--- src/rtl/adc_emu_pkg.sv ---
package adc_emu_pkg;

  // Most leading zeros a frame can carry (serial clock idling high).
  localparam int unsigned LEAD_MAX = 2;

  // Host line events seen in one system-clock cycle.
  typedef struct packed {
    logic cs_fall;    // chip select first seen low
    logic cs_rise;    // chip select first seen high
    logic sclk_fall;  // counted serial clock falling edge
    logic sclk_lvl;   // current serial clock level
  } host_evt_t;

endpackage

--- src/rtl/adc_emu_rst_sync.sv ---
module adc_emu_rst_sync (
  input  logic clk,
  input  logic rst_n,
  output logic rst_sync_n
);

  logic [1:0] stage_q;

  always_ff @(posedge clk or negedge rst_n) begin
    if (!rst_n) begin
      stage_q <= 2'b00;
    end else begin
      stage_q <= {stage_q[0], 1'b1};
    end
  end

  assign rst_sync_n = stage_q[1];

endmodule

--- src/rtl/adc_emu_edges.sv ---
module adc_emu_edges
  import adc_emu_pkg::*;
(
  input  logic      clk,
  input  logic      rst_ni,
  input  logic      cs_n,
  input  logic      sclk,
  output host_evt_t evt
);

  logic cs_q;
  logic sclk_q;

  always_ff @(posedge clk or negedge rst_ni) begin
    if (!rst_ni) begin
      cs_q   <= 1'b1;
      sclk_q <= 1'b0;
    end else begin
      cs_q   <= cs_n;
      sclk_q <= sclk;
    end
  end

  always_comb begin
    evt.cs_fall   = cs_q & ~cs_n;
    evt.cs_rise   = ~cs_q & cs_n;
    // Count only inside an open frame: the select must be low in both samples.
    evt.sclk_fall = sclk_q & ~sclk & ~cs_q & ~cs_n;
    evt.sclk_lvl  = sclk;
  end

endmodule

--- src/rtl/adc_emu_frame.sv ---
module adc_emu_frame
  import adc_emu_pkg::*;
#(
  parameter int unsigned SAMPLE_W  = 12,
  parameter int unsigned MIN_FALLS = 14,
  parameter int unsigned ABORT_W   = 8
) (
  input  logic                clk,
  input  logic                rst_ni,
  input  host_evt_t           evt,
  input  logic [SAMPLE_W-1:0] sample_in,
  output logic [SAMPLE_W-1:0] tx_word,
  output logic [ABORT_W-1:0]  abort_count
);

  localparam int unsigned FC_W = $clog2(MIN_FALLS + 1);
  localparam logic [FC_W-1:0] FULL_CNT = FC_W'(MIN_FALLS);

  logic [FC_W-1:0]     fall_q, fall_d;
  logic [SAMPLE_W-1:0] conv_q, conv_d;
  logic [SAMPLE_W-1:0] word_q, word_d;
  logic [ABORT_W-1:0]  abort_q, abort_d;
  logic                full_frame;

  assign full_frame = (fall_q == FULL_CNT);

  always_comb begin
    fall_d  = fall_q;
    conv_d  = conv_q;
    word_d  = word_q;
    abort_d = abort_q;
    if (evt.cs_fall) begin
      conv_d = sample_in;
      fall_d = '0;
    end else if (evt.sclk_fall && !full_frame) begin
      fall_d = fall_q + 1'b1;
    end
    if (evt.cs_rise) begin
      if (full_frame) begin
        word_d = conv_q;
      end else begin
        abort_d = abort_q + 1'b1;
      end
    end
  end

  always_ff @(posedge clk or negedge rst_ni) begin
    if (!rst_ni) begin
      fall_q  <= '0;
      conv_q  <= '0;
      word_q  <= '0;
      abort_q <= '0;
    end else begin
      fall_q  <= fall_d;
      conv_q  <= conv_d;
      word_q  <= word_d;
      abort_q <= abort_d;
    end
  end

  assign tx_word     = word_q;
  assign abort_count = abort_q;

endmodule

--- src/rtl/adc_emu_shifter.sv ---
module adc_emu_shifter
  import adc_emu_pkg::*;
#(
  parameter int unsigned SAMPLE_W = 12
) (
  input  logic                clk,
  input  logic                rst_ni,
  input  host_evt_t           evt,
  input  logic [SAMPLE_W-1:0] tx_word,
  output logic                sdo,
  output logic                sdo_oe
);

  localparam int unsigned SH_W = SAMPLE_W + LEAD_MAX;

  logic [SH_W-1:0] sh_q, sh_d;
  logic [SH_W-1:0] frame_img;
  logic            oe_q, oe_d;

  // Two leading zeros when the clock idles high, otherwise one (shift by one).
  always_comb begin
    frame_img = {{LEAD_MAX{1'b0}}, tx_word};
    if (!evt.sclk_lvl) begin
      frame_img = frame_img << 1;
    end
  end

  always_comb begin
    sh_d = sh_q;
    oe_d = oe_q;
    if (evt.cs_fall) begin
      oe_d = 1'b1;
      sh_d = frame_img;
    end else if (evt.cs_rise) begin
      oe_d = 1'b0;
      sh_d = '0;
    end else if (evt.sclk_fall) begin
      sh_d = {sh_q[SH_W-2:0], 1'b0};
    end
  end

  always_ff @(posedge clk or negedge rst_ni) begin
    if (!rst_ni) begin
      sh_q <= '0;
      oe_q <= 1'b0;
    end else begin
      sh_q <= sh_d;
      oe_q <= oe_d;
    end
  end

  assign sdo    = sh_q[SH_W-1] & oe_q;
  assign sdo_oe = oe_q;

endmodule

--- src/rtl/adc_emu_serial_out.sv ---
module adc_emu_serial_out
  import adc_emu_pkg::*;
#(
  parameter int unsigned SAMPLE_W  = 12,
  parameter int unsigned MIN_FALLS = 14,
  parameter int unsigned ABORT_W   = 8
) (
  input  logic                clk,
  input  logic                rst_n,
  input  logic [SAMPLE_W-1:0] sample_in,
  input  logic                cs_n,
  input  logic                sclk,
  output logic                sdo,
  output logic                sdo_oe,
  output logic [ABORT_W-1:0]  abort_count
);

  logic                rst_sync_n;
  host_evt_t           evt;
  logic [SAMPLE_W-1:0] tx_word;

  adc_emu_rst_sync u_rst (
    .clk        (clk),
    .rst_n      (rst_n),
    .rst_sync_n (rst_sync_n)
  );

  adc_emu_edges u_edges (
    .clk    (clk),
    .rst_ni (rst_sync_n),
    .cs_n   (cs_n),
    .sclk   (sclk),
    .evt    (evt)
  );

  adc_emu_frame #(
    .SAMPLE_W  (SAMPLE_W),
    .MIN_FALLS (MIN_FALLS),
    .ABORT_W   (ABORT_W)
  ) u_frame (
    .clk         (clk),
    .rst_ni      (rst_sync_n),
    .evt         (evt),
    .sample_in   (sample_in),
    .tx_word     (tx_word),
    .abort_count (abort_count)
  );

  adc_emu_shifter #(
    .SAMPLE_W (SAMPLE_W)
  ) u_shift (
    .clk     (clk),
    .rst_ni  (rst_sync_n),
    .evt     (evt),
    .tx_word (tx_word),
    .sdo     (sdo),
    .sdo_oe  (sdo_oe)
  );

endmodule

--- config.mk ---
export PLATFORM = sky130hd
export DESIGN_NAME = adc_emu_serial_out
export DESIGN_NICKNAME = d
export VERILOG_FILES = /design/src/rtl/adc_emu_pkg.sv /design/src/rtl/adc_emu_rst_sync.sv /design/src/rtl/adc_emu_edges.sv /design/src/rtl/adc_emu_frame.sv /design/src/rtl/adc_emu_shifter.sv /design/src/rtl/adc_emu_serial_out.sv
export SDC_FILE = /design/constraint.sdc
export NUM_CORES = 1
export LEC_CHECK = 0
export ABC_CLOCK_PERIOD_IN_PS = 2260
export BUFFER_PORTS_ARGS = -buffer_cell sky130_fd_sc_hd__buf_2
export CORE_ASPECT_RATIO = 0.8
export CORE_MARGIN = 1
export CORE_UTILIZATION = 30
export CTS_BUF_LIST = sky130_fd_sc_hd__clkbuf_2 sky130_fd_sc_hd__clkbuf_4 sky130_fd_sc_hd__clkbuf_8
export DETAILED_ROUTE_END_ITERATION = 6
export PLACE_DENSITY = 0.58
export SYNTH_ARGS = -nofsm -noshare
export SYNTH_HDL_FRONTEND = slang
export SYNTH_SLANG_ARGS = --single-unit
--- constraint.sdc ---
create_clock -name clk -period 2.26 [get_ports clk]
set_input_delay 0.113 -clock clk [delete_from_list [all_inputs] [get_ports clk]]
set_output_delay 0.113 -clock clk [all_outputs]
set_load 0.02 [all_outputs]
==> run summary, run 1 <==
In the layout the commonest cells are sky130_fd_sc_hd__dfrtp_1 (53), sky130_fd_sc_hd__mux2_2 (26), sky130_fd_sc_hd__buf_2 (25). Summed over its instances, the top area cell type makes up 55.5% of the synthesized netlist area. Synthesis produced a netlist whose cell count is 198. The per-cell via count in the routed design came out at 4.77. The final critical delay including setup and external delays was 2.08 ns.

In the final layout, the share of cells above drive strength 1 is 30.4%. Along the worst path, the maximum fanout reaches 12. The slowest cell on the critical path is sky130_fd_sc_hd__mux2_1.

VDD sags by at most 0.000557 V. TritonCTS built the clock tree. The cell taking the most area after synthesis is sky130_fd_sc_hd__dfrtp_1. Final count of pins violating max slew: 0. STA classifies the critical path startpoint as a flip-flop. For this run, the post-layout net count is 247. The run gives 56.6% as the sequential element share of the synthesized area. The flow ran to the end, and the final reports show no timing, DRC or antenna violations.

The setup check on the worst reg-to-reg path leaves a slack of 0.18 ns. In this run, the combinational gates consume 16.4% of the power. Hold is met by 0.0303 ns.

The analysis attributes to net switching a power of 633 µW. Counting flops with a built-in enable in the synthesized netlist gives 0. The number of fill cells in the layout is 799, and the detailed-route wire length is 4520 µm. For the pin with the worst max-slew slack, the measured transition is 0.675 ns. The average wire length per cell after detail routing came out at 13.6 µm.

Setup repair after global routing left no endpoint under its margin. Clock-pin slew was measured on the worst setup and hold paths at 0.10 ns. Counting along the longest clock path gives a buffer depth of 2. The die covers 0.00848 mm². The net count of the mapped netlist came out at 219. Derived from the worst setup path, the maximum achievable clock frequency is 0.480 GHz.

Overflow left after global routing: 0. The design draws 2.28 mW. The logs give 0 for the count of max-cap constraint violations and 1.64 mW for the internal power consumption. The category of the critical setup timing path was flip-flop to flip-flop. The power density normalized to cell area is 805 mW/mm². Row generation in the floorplan step produced 28 rows.

Before antenna repair, the detailed router went through 4 iterations. Gates resized during post-CTS repair numbered 0. During synthesis, Yosys emitted a total of 0 warnings.

In this run the worst hold path is classified as input pin to flip-flop. Of the total power, the share spent switching nets is 27.8%. For the antenna diode count, the log shows 0. For this design the top-level I/O count stands at 26.

The final critical path takes up 92.2% of the cycle. The largest stage delay on the critical path works out to 0.45 ns. For the global-route wire length before repair, the log shows 7910 µm. Port buffering added 25 buffers.

The normalized max-slew margin is 55.0%, and the die width is 103 µm. The worst-case clock skew is 0.00506 ns, and the vertical die dimension is 82.6 µm. The number of setup buffers added after CTS came out at 0. The run gives 2.45 ns as the data required time at the worst endpoint.

Entering global routing, the biggest net connects 32 pins. The first routing iteration left 99 violations. CTS placed an instance of sky130_fd_sc_hd__clkbuf_8 at the clock tree root. The core region is 0.00764 mm².

The signal on the critical path passes through inv_1 > ha_1 > and3_1 > nand2_1 > mux2_1. For this run, design rule violations remaining after detail routing come to 0. The synthesized netlist occupies a cell area of 0.00243 mm². Across every metal layer, demand over resource in global routing totals 12.3%. From synthesis to final layout, the design area changed by 16.1%.

Setup total negative slack on the finished layout was measured at 0 ns. In this run, the clock network consumes 29.8% of the power. The synthesized flop and latch total works out to 55. The analysis attributes to cell leakage a power of 1.32 nW.

In the post-synthesis netlist, the biggest area contributors are sky130_fd_sc_hd__dfrtp_1 (55%), sky130_fd_sc_hd__mux2_2 (12%), sky130_fd_sc_hd__mux2_1 (5.5%). The initial utilization of the core area, before any placement, comes to 31.9%. The via count is 1,583. For this run, the leading register cell type out of synthesis is sky130_fd_sc_hd__dfrtp_1. CTS saw 55 sinks. Critical path capture point type: a flip-flop. Sequential cells account for 53.8% of the total power.

The number of antenna violations at the first check in global routing is 0. The async set-reset flop share out of synthesis is 100%, and the depth of the CTS H-tree is 2. The number of buffers inserted during clock tree synthesis is 5. Leaving out fill and tap cells, the most frequent cell in the layout is sky130_fd_sc_hd__dfrtp_1. The number of global-route vias before repair is 1,583. Data on the critical path arrives at its endpoint at 2.27 ns.

For the worst-skew pair, the clock arrives at the later sink with an insertion delay of 0.31 ns. Final weighted congestion of routability-driven global placement: 0.708. Synthesized area per cell: 12.3 µm². Setup violations remaining at the end of the flow were counted as 0. The final count of hold timing violations was 0; the half-perimeter wire length after placement was 3100 µm. Counting distinct cell types in the post-synthesis netlist gives 31. For the post-detailed-route count of antenna-violating nets, the log shows 0.
[critical path: cells and delay by family, from the launching register on]
family	cells	cell delay, ns
AND/OR/NAND/NOR	2	0.78
multiplexers	1	0.45
flip-flops	1	0.43
adder cells (fa/ha/maj)	1	0.20
buffers and inverters	1	0.10
[cell usage after synthesis (all sizes together) (4+ instances only)]
cell type  number
dfrtp          54
mux2           38
a21oi          16
nor3           15
a22oi          10
clkbuf          8
nand2           8
buf             5
ha              5
inv             5
xor2            5
nand3           4
[flip-flops by register name, summed over array words and instances (netlist names)]
signal,flops
u_frame.tx_word,12
u_frame.abort_count,8
u_frame.fall_q,4
u_frame.conv_q,12
u_rst.stage_q,2
u_edges.cs_q,1
u_shift.sh_q,14
u_edges.sclk_q,1
u_shift.sdo_oe,1
[kinds of logic (layout without fill, tap and decap cells)]
group / Yosys count / after routing / share of synthesized area, %
AOI/OAI and AO/OA: 32 / 32 / 8.22
xor gates and xnor gates: 7 / 7 / 2.52
adders and majority gates: 5 / 5 / 2.57
buffers and inverters: 18 / 47 / 3.03
DFF: 55 / 55 / 56.6
muxes: 38 / 38 / 17.6
other: 1 / 1 / 0.154
and+or+nand+nor: 42 / 42 / 9.35
[metal layers]
metal | vias to the layer above | part of all wire [%] | track usage [%]
li1 | 764 | - | -
met1 | 780 | 55 | 18.1
met2 | 32 | 41 | 17.5
met3 | 7 | 3.2 | 2.69
met4 | 0 | 1.5 | 5.14
met5 | - | 0 | 0
[worst paths after layout]
kind	start	endpoint	cells past startpoint
setup / recovery	u_frame.fall_q[0]	u_frame.tx_word[2]	5
hold / removal	sample_in[3]	u_frame.conv_q[3]	2
setup reg to reg	u_frame.fall_q[0]	u_frame.tx_word[2]	5
hold reg to reg	u_rst.stage_q[1]	u_frame.abort_count[1]	0
max in group asynchronous	u_rst.stage_q[1]	u_shift.sh_q[5]	1
min in group asynchronous	rst_n	u_rst.stage_q[0]	2
[timing repair]
action,in CTS,in global routing
endpoints found under the setup margin,0,0
hold endpoints to repair,3,0
hold buffers,2,0
[power groups by stage]
| stage | logic [mW] | registers (mW) | clock network (mW) |
|---|---|---|---|
| 3_5_place_dp | 0.375 | 1.25 | 0 |
| 2_1_floorplan | 0.190 | 1.29 | 0 |
| 4_1_cts | 0.380 | 1.23 | 0.697 |
| 5_1_grt | 0.414 | 1.25 | 0.735 |
| 3_3_place_gp | 0.365 | 1.24 | 0 |
| 6_report | 0.373 | 1.22 | 0.678 |
[final cells by class]
type                            instances  area, µm²  share of cell area, %
Sequential cell                        55       1380                   48.8
Multi-Input combinational cell        125        983                   34.8
Timing Repair Buffer                   34        198                   6.99
Tap cell                              105        131                   4.65
Clock buffer                            6       82.6                   2.92
Clock inverter                          2       35.0                   1.24
Inverter                                5       18.8                  0.664
[stage by stage]
step / instances / utilization (%) / cell area (µm²) / setup WS (ns)
final: 332 / 37.0 / 2830 / 0.177
after global routing: 332 / 37.0 / 2830 / 0.0252
after CTS: 332 / 37.0 / 2830 / 0.162
after detailed placement: 322 / 35.2 / 2690 / 0.179
after global placement: 322 / 35.2 / 2690 / 0.279
after floorplan: 198 / - / 2430 / 0.520
Power figures use the tool's default switching activity.
==> run 2, diff against run 1 <==
Settings changed: CORE_MARGIN 1 to 3.
==> run summary, run 2 (synthesis results as in run 1) <==
The run finished with clean final reports. The first-pass detailed-route iteration total was 4; the fraction of the cycle the final worst path needs was 80.8%. The cell sitting at the root of the clock tree is a sky130_fd_sc_hd__clkbuf_8. From left edge to right edge, the die measures 107 µm.

The average wire length per cell after detail routing was 13.9 µm; the number of buffers inserted during clock tree synthesis was 5. The run gives 788 as the number of fill cells in the layout. For the hold-fix buffer count after cts, the log shows 2. Register bank with the most flops: u_shift.sh_q. The clock insertion delay at the later pin of the skew report is 0.30 ns, and the vertical die dimension is 86.6 µm. Setup repair after global routing left no endpoint under its margin. The number of antenna diodes in the final layout is 0. Based on the critical path, the design can be clocked at up to 0.548 GHz.

The length in cells of the worst reg-to-reg path is 6, and the number of sinks handled by clock tree synthesis is 55. Leaving out filler cells and counting taps, the final layout contains 332. STA classifies the critical path startpoint as a flip-flop.

Depth of the CTS H-tree: 2. The logs give 98 for the DRC violation total after the first TritonRoute iteration and 1,564 for the via count. Together, buffers and inverters on the worst path number 2. The library cells used most frequently in the layout, excluding fill and tap cells, are sky130_fd_sc_hd__dfrtp_1 (53), sky130_fd_sc_hd__mux2_2 (26), sky130_fd_sc_hd__buf_2 (25). The run gives 0.00590 ns as the worst-case clock skew. In this run the critical register-to-register path is launched from u_frame.fall_q[0].

After clock tree synthesis, the clock-pin slew on the worst setup and hold paths is 0.10 ns. The cell family contributing the most delay on the critical path is simple AND/OR/NAND/NOR gates. Internal power comes to 1.50 mW. In the final design database the tool counted 247 nets.

The critical path capture point type was a flip-flop. For this design the static power due to leakage is 1.31 nW. For the area taken by multi-input logic gates, the log shows 983 µm². In this run the power density over the cells is 756 mW/mm². The tools report the part of the total power dissipated in combinational logic as 17.7%.

Net switching is 29.5% of the power. For the total number of placement rows, the log shows 28. The worst path needs 1.83 ns of the cycle, external delays included. The register with the most flip-flops in the layout has 14 of them. The final count of pins violating max slew was 0; the per-cell via count in the routed design was 4.71. In the final layout, flip-flops and latches occupy 0.00138 mm². At the end of routability-driven placement, the weighted congestion stood at 0.739.

In this run the most critical hold path is launched from sample_in[9]. The number of global-route vias before repair is 1,587, and the placed instance count is 322. Worst min-delay path endpoint: u_frame.conv_q[9]. The die covers 0.00924 mm². The tools report the count of max-cap constraint violations as 0. In this run, flip-flops and latches consume 57.6% of the power.

Cells with a size suffix above 1 make up 30.4% of the layout. The number of antenna violations at the first check in global routing was 0. The run gives 0.00764 mm² as the placeable core region.

TritonCTS built the clock tree. Data on the critical path arrives at its endpoint at 2.02 ns. The initial standard-cell utilization of the core was 31.9%. Of all nets on the critical path, the largest fanout is 12.

Setup slack on the worst reg-to-reg path comes out at 0.43 ns. The longest clock path from root to sink contains 2 buffers. Traced cell by cell, the critical path runs through inv_1 > ha_1 > and3_1 > nand2_1 > buf_4 > mux2_1. The global-route wire length before repair came out at 8210 µm. The top-level I/O count is 26.

For the half-perimeter wire length after placement, the log shows 3170 µm. The post-detailed-route count of antenna-violating nets was 0; the worst supply voltage drop on vdd was 0.000506 V. In this design, the stage delay of the slowest critical-path cell is 0.43 ns. For the part of the total power dissipated in the clock network, the log shows 24.8%. In the final timing run, aggregate negative setup slack is 0 ns. The final routed DRC violation total is 0, and the count of final setup violators is 0. The critical path is of the flip-flop to flip-flop type. The capturing point of the worst reg2reg path is u_frame.tx_word[8].

The number of cells on the worst hold path is 2. The run gives 4630 µm as the detailed-route wire length. In the global route stage, overall resource usage came out at 11.2%. The slowest stage of the critical path belongs to the cell sky130_fd_sc_hd__dfrtp_1. The pin count of the biggest net entering global routing is 28. For this run the aggregate overflow at the end of global routing stands at 0. STA puts the critical path data required time at 2.45 ns. In this run, post-CTS repair resized a total of 0 instances. Buffers placed on the I/O ports in this run total 25.

In this run the tightest slew margin relative to its limit is 65.2%. Switching power: 626 µW. Path category of the worst min-delay check: input pin to flip-flop. For the pin with the worst max-slew slack, the measured transition is 0.521 ns. Compared with the post-synthesis result, the final layout area differs by 15.3%. The number of setup buffers added after CTS was 0. The run gives 0 as the final count of hold timing violations. Leaving out fill and tap cells, the most frequent cell in the layout is sky130_fd_sc_hd__dfrtp_1.
## run 2: how the worst max path moves through the flow
| stage | from | endpoint | depth (start not counted) |
|---|---|---|---|
| finish | u_frame.fall_q[0] | u_frame.tx_word[8] | 6 |
| global route | u_edges.cs_q | u_shift.sh_q[8] | 4 |
| CTS | u_frame.fall_q[0] | u_frame.tx_word[8] | 6 |
| detailed placement | u_frame.fall_q[0] | u_frame.tx_word[8] | 6 |
| global placement | u_frame.fall_q[0] | u_frame.tx_word[7] | 6 |
| floorplan | u_frame.fall_q[0] | u_frame.tx_word[10] | 7 |
## run 2: power groups by stage
stage | clock network [mW] | registers, mW | logic [mW]
final | 0.526 | 1.22 | 0.375
after global placement | 0 | 1.24 | 0.371
after floorplan | 0 | 1.29 | 0.190
after CTS | 0.548 | 1.22 | 0.382
after global routing | 0.594 | 1.25 | 0.418
after detailed placement | 0 | 1.24 | 0.377
## run 2: area by class of cell
cell class | count | share of cell area (%)
inverter | 5 | 0.669
clock inverter | 3 | 0.535
multi-input combinational | 125 | 35.0
clock buffer | 5 | 2.45
timing repair buffer | 34 | 7.49
sequential | 55 | 49.1
tap | 105 | 4.68
## run 2: layer usage
| metal | up-vias | global-route usage (%) | share of wire (%) |
|---|---|---|---|
| met5 | - | 0 | 0 |
| met4 | 0 | 3.48 | 1.1 |
| met3 | 4 | 2.53 | 3.4 |
| met2 | 28 | 15.3 | 40 |
| met1 | 761 | 17.3 | 56 |
| li1 | 771 | - | - |
## run 2: per-stage QoR
step	total power [mW]	instance area, µm²	util [%]	hold slack [ns]	setup slack [ns]
final	2.12	2810	36.7	0.0336	0.434
after global routing	2.26	2810	36.7	0.0259	0.318
after global placement	1.61	2700	35.4	-0.102	0.521
after floorplan	1.48	2430	-	-0.183	0.520
after CTS	2.15	2810	36.7	0.0238	0.426
after detailed placement	1.62	2700	35.4	-0.0967	0.448
==> run 3, diff against run 2 <==
Settings changed: ABC_CLOCK_PERIOD_IN_PS 2260 to 1840.
Clock period 2.26 ns to 1.84 ns, I/O delays scaled along.
==> run summary, run 3 (synthesis results as in run 1) <==
The final count of pins violating max slew came out at 0. The worst path meets setup with 0.0916 ns of slack. Across the VDD grid, the largest voltage drop is 0.000416 V. Following the worst setup path forward leads to its endpoint at u_frame.fall_q[1]. Fill cells in the final layout number 784. The first global-routing pass estimated 8380 µm of wire. The tools report the number of standard cells in the final layout excluding fillers as 344. STA classifies the critical path endpoint as a flip-flop.

Per-cell via count in the routed design: 4.68. Counting flops per register, the top entry is u_shift.sh_q. Setup repair after global routing left no endpoint under its margin. The count of input and output buffers came out at 25. Summing all non-filler instances in the final layout gives an area of 0.00296 mm². TritonCTS built the clock tree.

No sink is reached through more buffers than the 2 on the longest clock path. The die width is 107 µm. Setup slack on the worst reg-to-reg path comes out at 0.17 ns. The number of buffers inserted during clock tree synthesis is 5. Worst-case setup slack after placement: 0.180 ns. The antenna diode count was 0. The number of cells on the worst hold path was 2; the number of flip-flops in the largest register was 14. The highest achievable clock rate was 0.572 GHz; the data required time at the worst endpoint was 2.07 ns. Slowest cell on the critical path: sky130_fd_sc_hd__or4b_1. The average wire length per cell after detail routing is 13.7 µm.

After layout, the worst path uses 95.0% of the clock period. The final weighted congestion of routability-driven global placement is 0.729. The half-perimeter wire length after placement is 3330 µm.

Setup total negative slack: 0 ns. The logs give 4 for the first-pass detailed-route iteration total and 1,664 for the number of global-route vias before repair. For this configuration, the core starts out at a cell density of 31.9%. The capturing point of the worst reg2reg path is u_frame.fall_q[1]. Pin placement for this block handled 26 I/O pins. The number of setup buffers added after CTS is 0, and the total die area is 0.00924 mm². The tools report the DRC violation total after the first TritonRoute iteration as 119. Clock transition at the registers of the reported paths: 0.09 ns. The min-delay analysis places its worst path in the category input pin to flip-flop. Along the worst path, the maximum fanout reaches 9.

For the clock insertion delay at the later pin of the skew report, the log shows 0.31 ns. The vertical die dimension was 86.6 µm; the final routed DRC violation total was 0. By startpoint and endpoint, the worst setup path is classified as input pin to flip-flop. The flow ran to the end, and the final reports show no timing, DRC or antenna violations.

The area growth from synthesis to layout is 21.7%. Cells with a size suffix above 1 make up 31.4% of the layout. The critical path data arrival time was 1.98 ns. Clock skew on the completed layout was measured at 0.0142 ns. The length in cells of the worst reg-to-reg path was 3; the leakage power total was 1.38 nW. The initialized floorplan defines 28 standard-cell rows. The logs give 0.00764 mm² for the placeable core region and 0 for the count of final setup violators. On the worst path, the slowest cell contributes a delay of 0.68 ns. The kind of launch point of the worst setup path was an input pin. The final count of hold timing violations was 0.

Leaving out fill and tap cells, the most frequent cells in the layout are sky130_fd_sc_hd__dfrtp_1 (53), sky130_fd_sc_hd__mux2_2 (26), sky130_fd_sc_hd__buf_2 (25). Leaving out fill and tap cells, the most frequent cell in the layout is sky130_fd_sc_hd__dfrtp_1. The final critical delay including setup and external delays came out at 1.75 ns. Tracing the worst setup path back leads to its startpoint at cs_n.

In the final design database the tool counted 259 nets. Walking the worst path, the cells encountered are dlygate4sd3_1 > buf_2 > or4b_1 > or3_1 > a21oi_1. Entering global routing, the biggest net connects 44 pins. The tools report the cell at the root of the clock tree as sky130_fd_sc_hd__clkbuf_8. After detailed routing, the total wire length is 4710 µm.

For this run the aggregate overflow at the end of global routing stands at 0. The via count was 1,610; the number of antenna violations at the first check in global routing was 0. The overall power after layout was 2.81 mW. In this run the remaining antenna-violating nets after routing total 0. The power density normalized to cell area is 947 mW/mm². Max-cap violations in this run came to 0. The worst register-to-register path begins at u_edges.cs_q. CTS built an H-tree with a depth of 2. Summing all placed instances gives a cell area of 0.00275 mm².

Across every metal layer, demand over resource in global routing totals 11.4%. Across all hold checks on the routed design, the worst slack comes to 0.0107 ns. Clock tree synthesis found a total of 55 sinks.

Counting tap cells, the placed design contains a total of 327 instances. For this run, the share of the core covered by cells in the final layout is 38.8%.
## run 3: cell count changes in the layout (fill, tap and decap cells not counted), sizes merged
cell         previous run  this run
clkbuf                  5         6
clkinv                  3         0
bufinv                  0         1
inv                     5         6
buf                    32        37
dlygate4sd3             2         9
## run 3: how the worst min path moves through the flow
stage	from	end	slack (ns)
after global placement	rst_n	u_rst.stage_q[0]	-0.12
after floorplan	rst_n	u_rst.stage_q[0]	-0.20
after CTS	sample_in[1]	u_frame.conv_q[1]	0.002
after detailed placement	rst_n	u_rst.stage_q[0]	-0.12
final	sample_in[1]	u_frame.conv_q[1]	0.01
after global routing	sample_in[1]	u_frame.conv_q[1]	0.001
## run 3: layout make-up
type                    instances  area [µm²]  area share, %
clock inverters                 2        38.8           1.31
well taps                     105         131           4.43
flip-flops and latches         55        1380           46.5
repair buffers                 46         330           11.1
multi-input cells             125         990           33.4
clock buffers                   6        76.3           2.57
inverters                       5        18.8          0.633
## run 3: power by group
| part | total [mW] | internal [mW] | switching [mW] |
|---|---|---|---|
| registers | 1.50 | 1.37 | 0.132 |
| logic | 0.491 | 0.234 | 0.257 |
| clock network | 0.818 | 0.426 | 0.392 |
| total | 2.81 | 2.03 | 0.781 |
## run 3: what timing repair did
action / CTS / global route
setup endpoints to repair: 0 / 1
hold buffers: 9 / 0
endpoints found under the hold margin: 10 / 0
gates resized for setup: 0 / 1
## run 3: metal layers
metal	up-vias	global-route usage (%)	part of all wire [%]
li1	790	-	-
met1	783	16.8	51
met2	32	16.0	43
met3	5	2.83	4.5
met4	0	4.88	1.4
met5	-	0	0
## run 3: worst max-delay path, delay by kind of cell
kind                   cells  cell delay [ns]
AO/OA/AOI/OAI              1             0.12
buffers and inverters      2             0.69
AND/OR/NAND/NOR            2             1.08
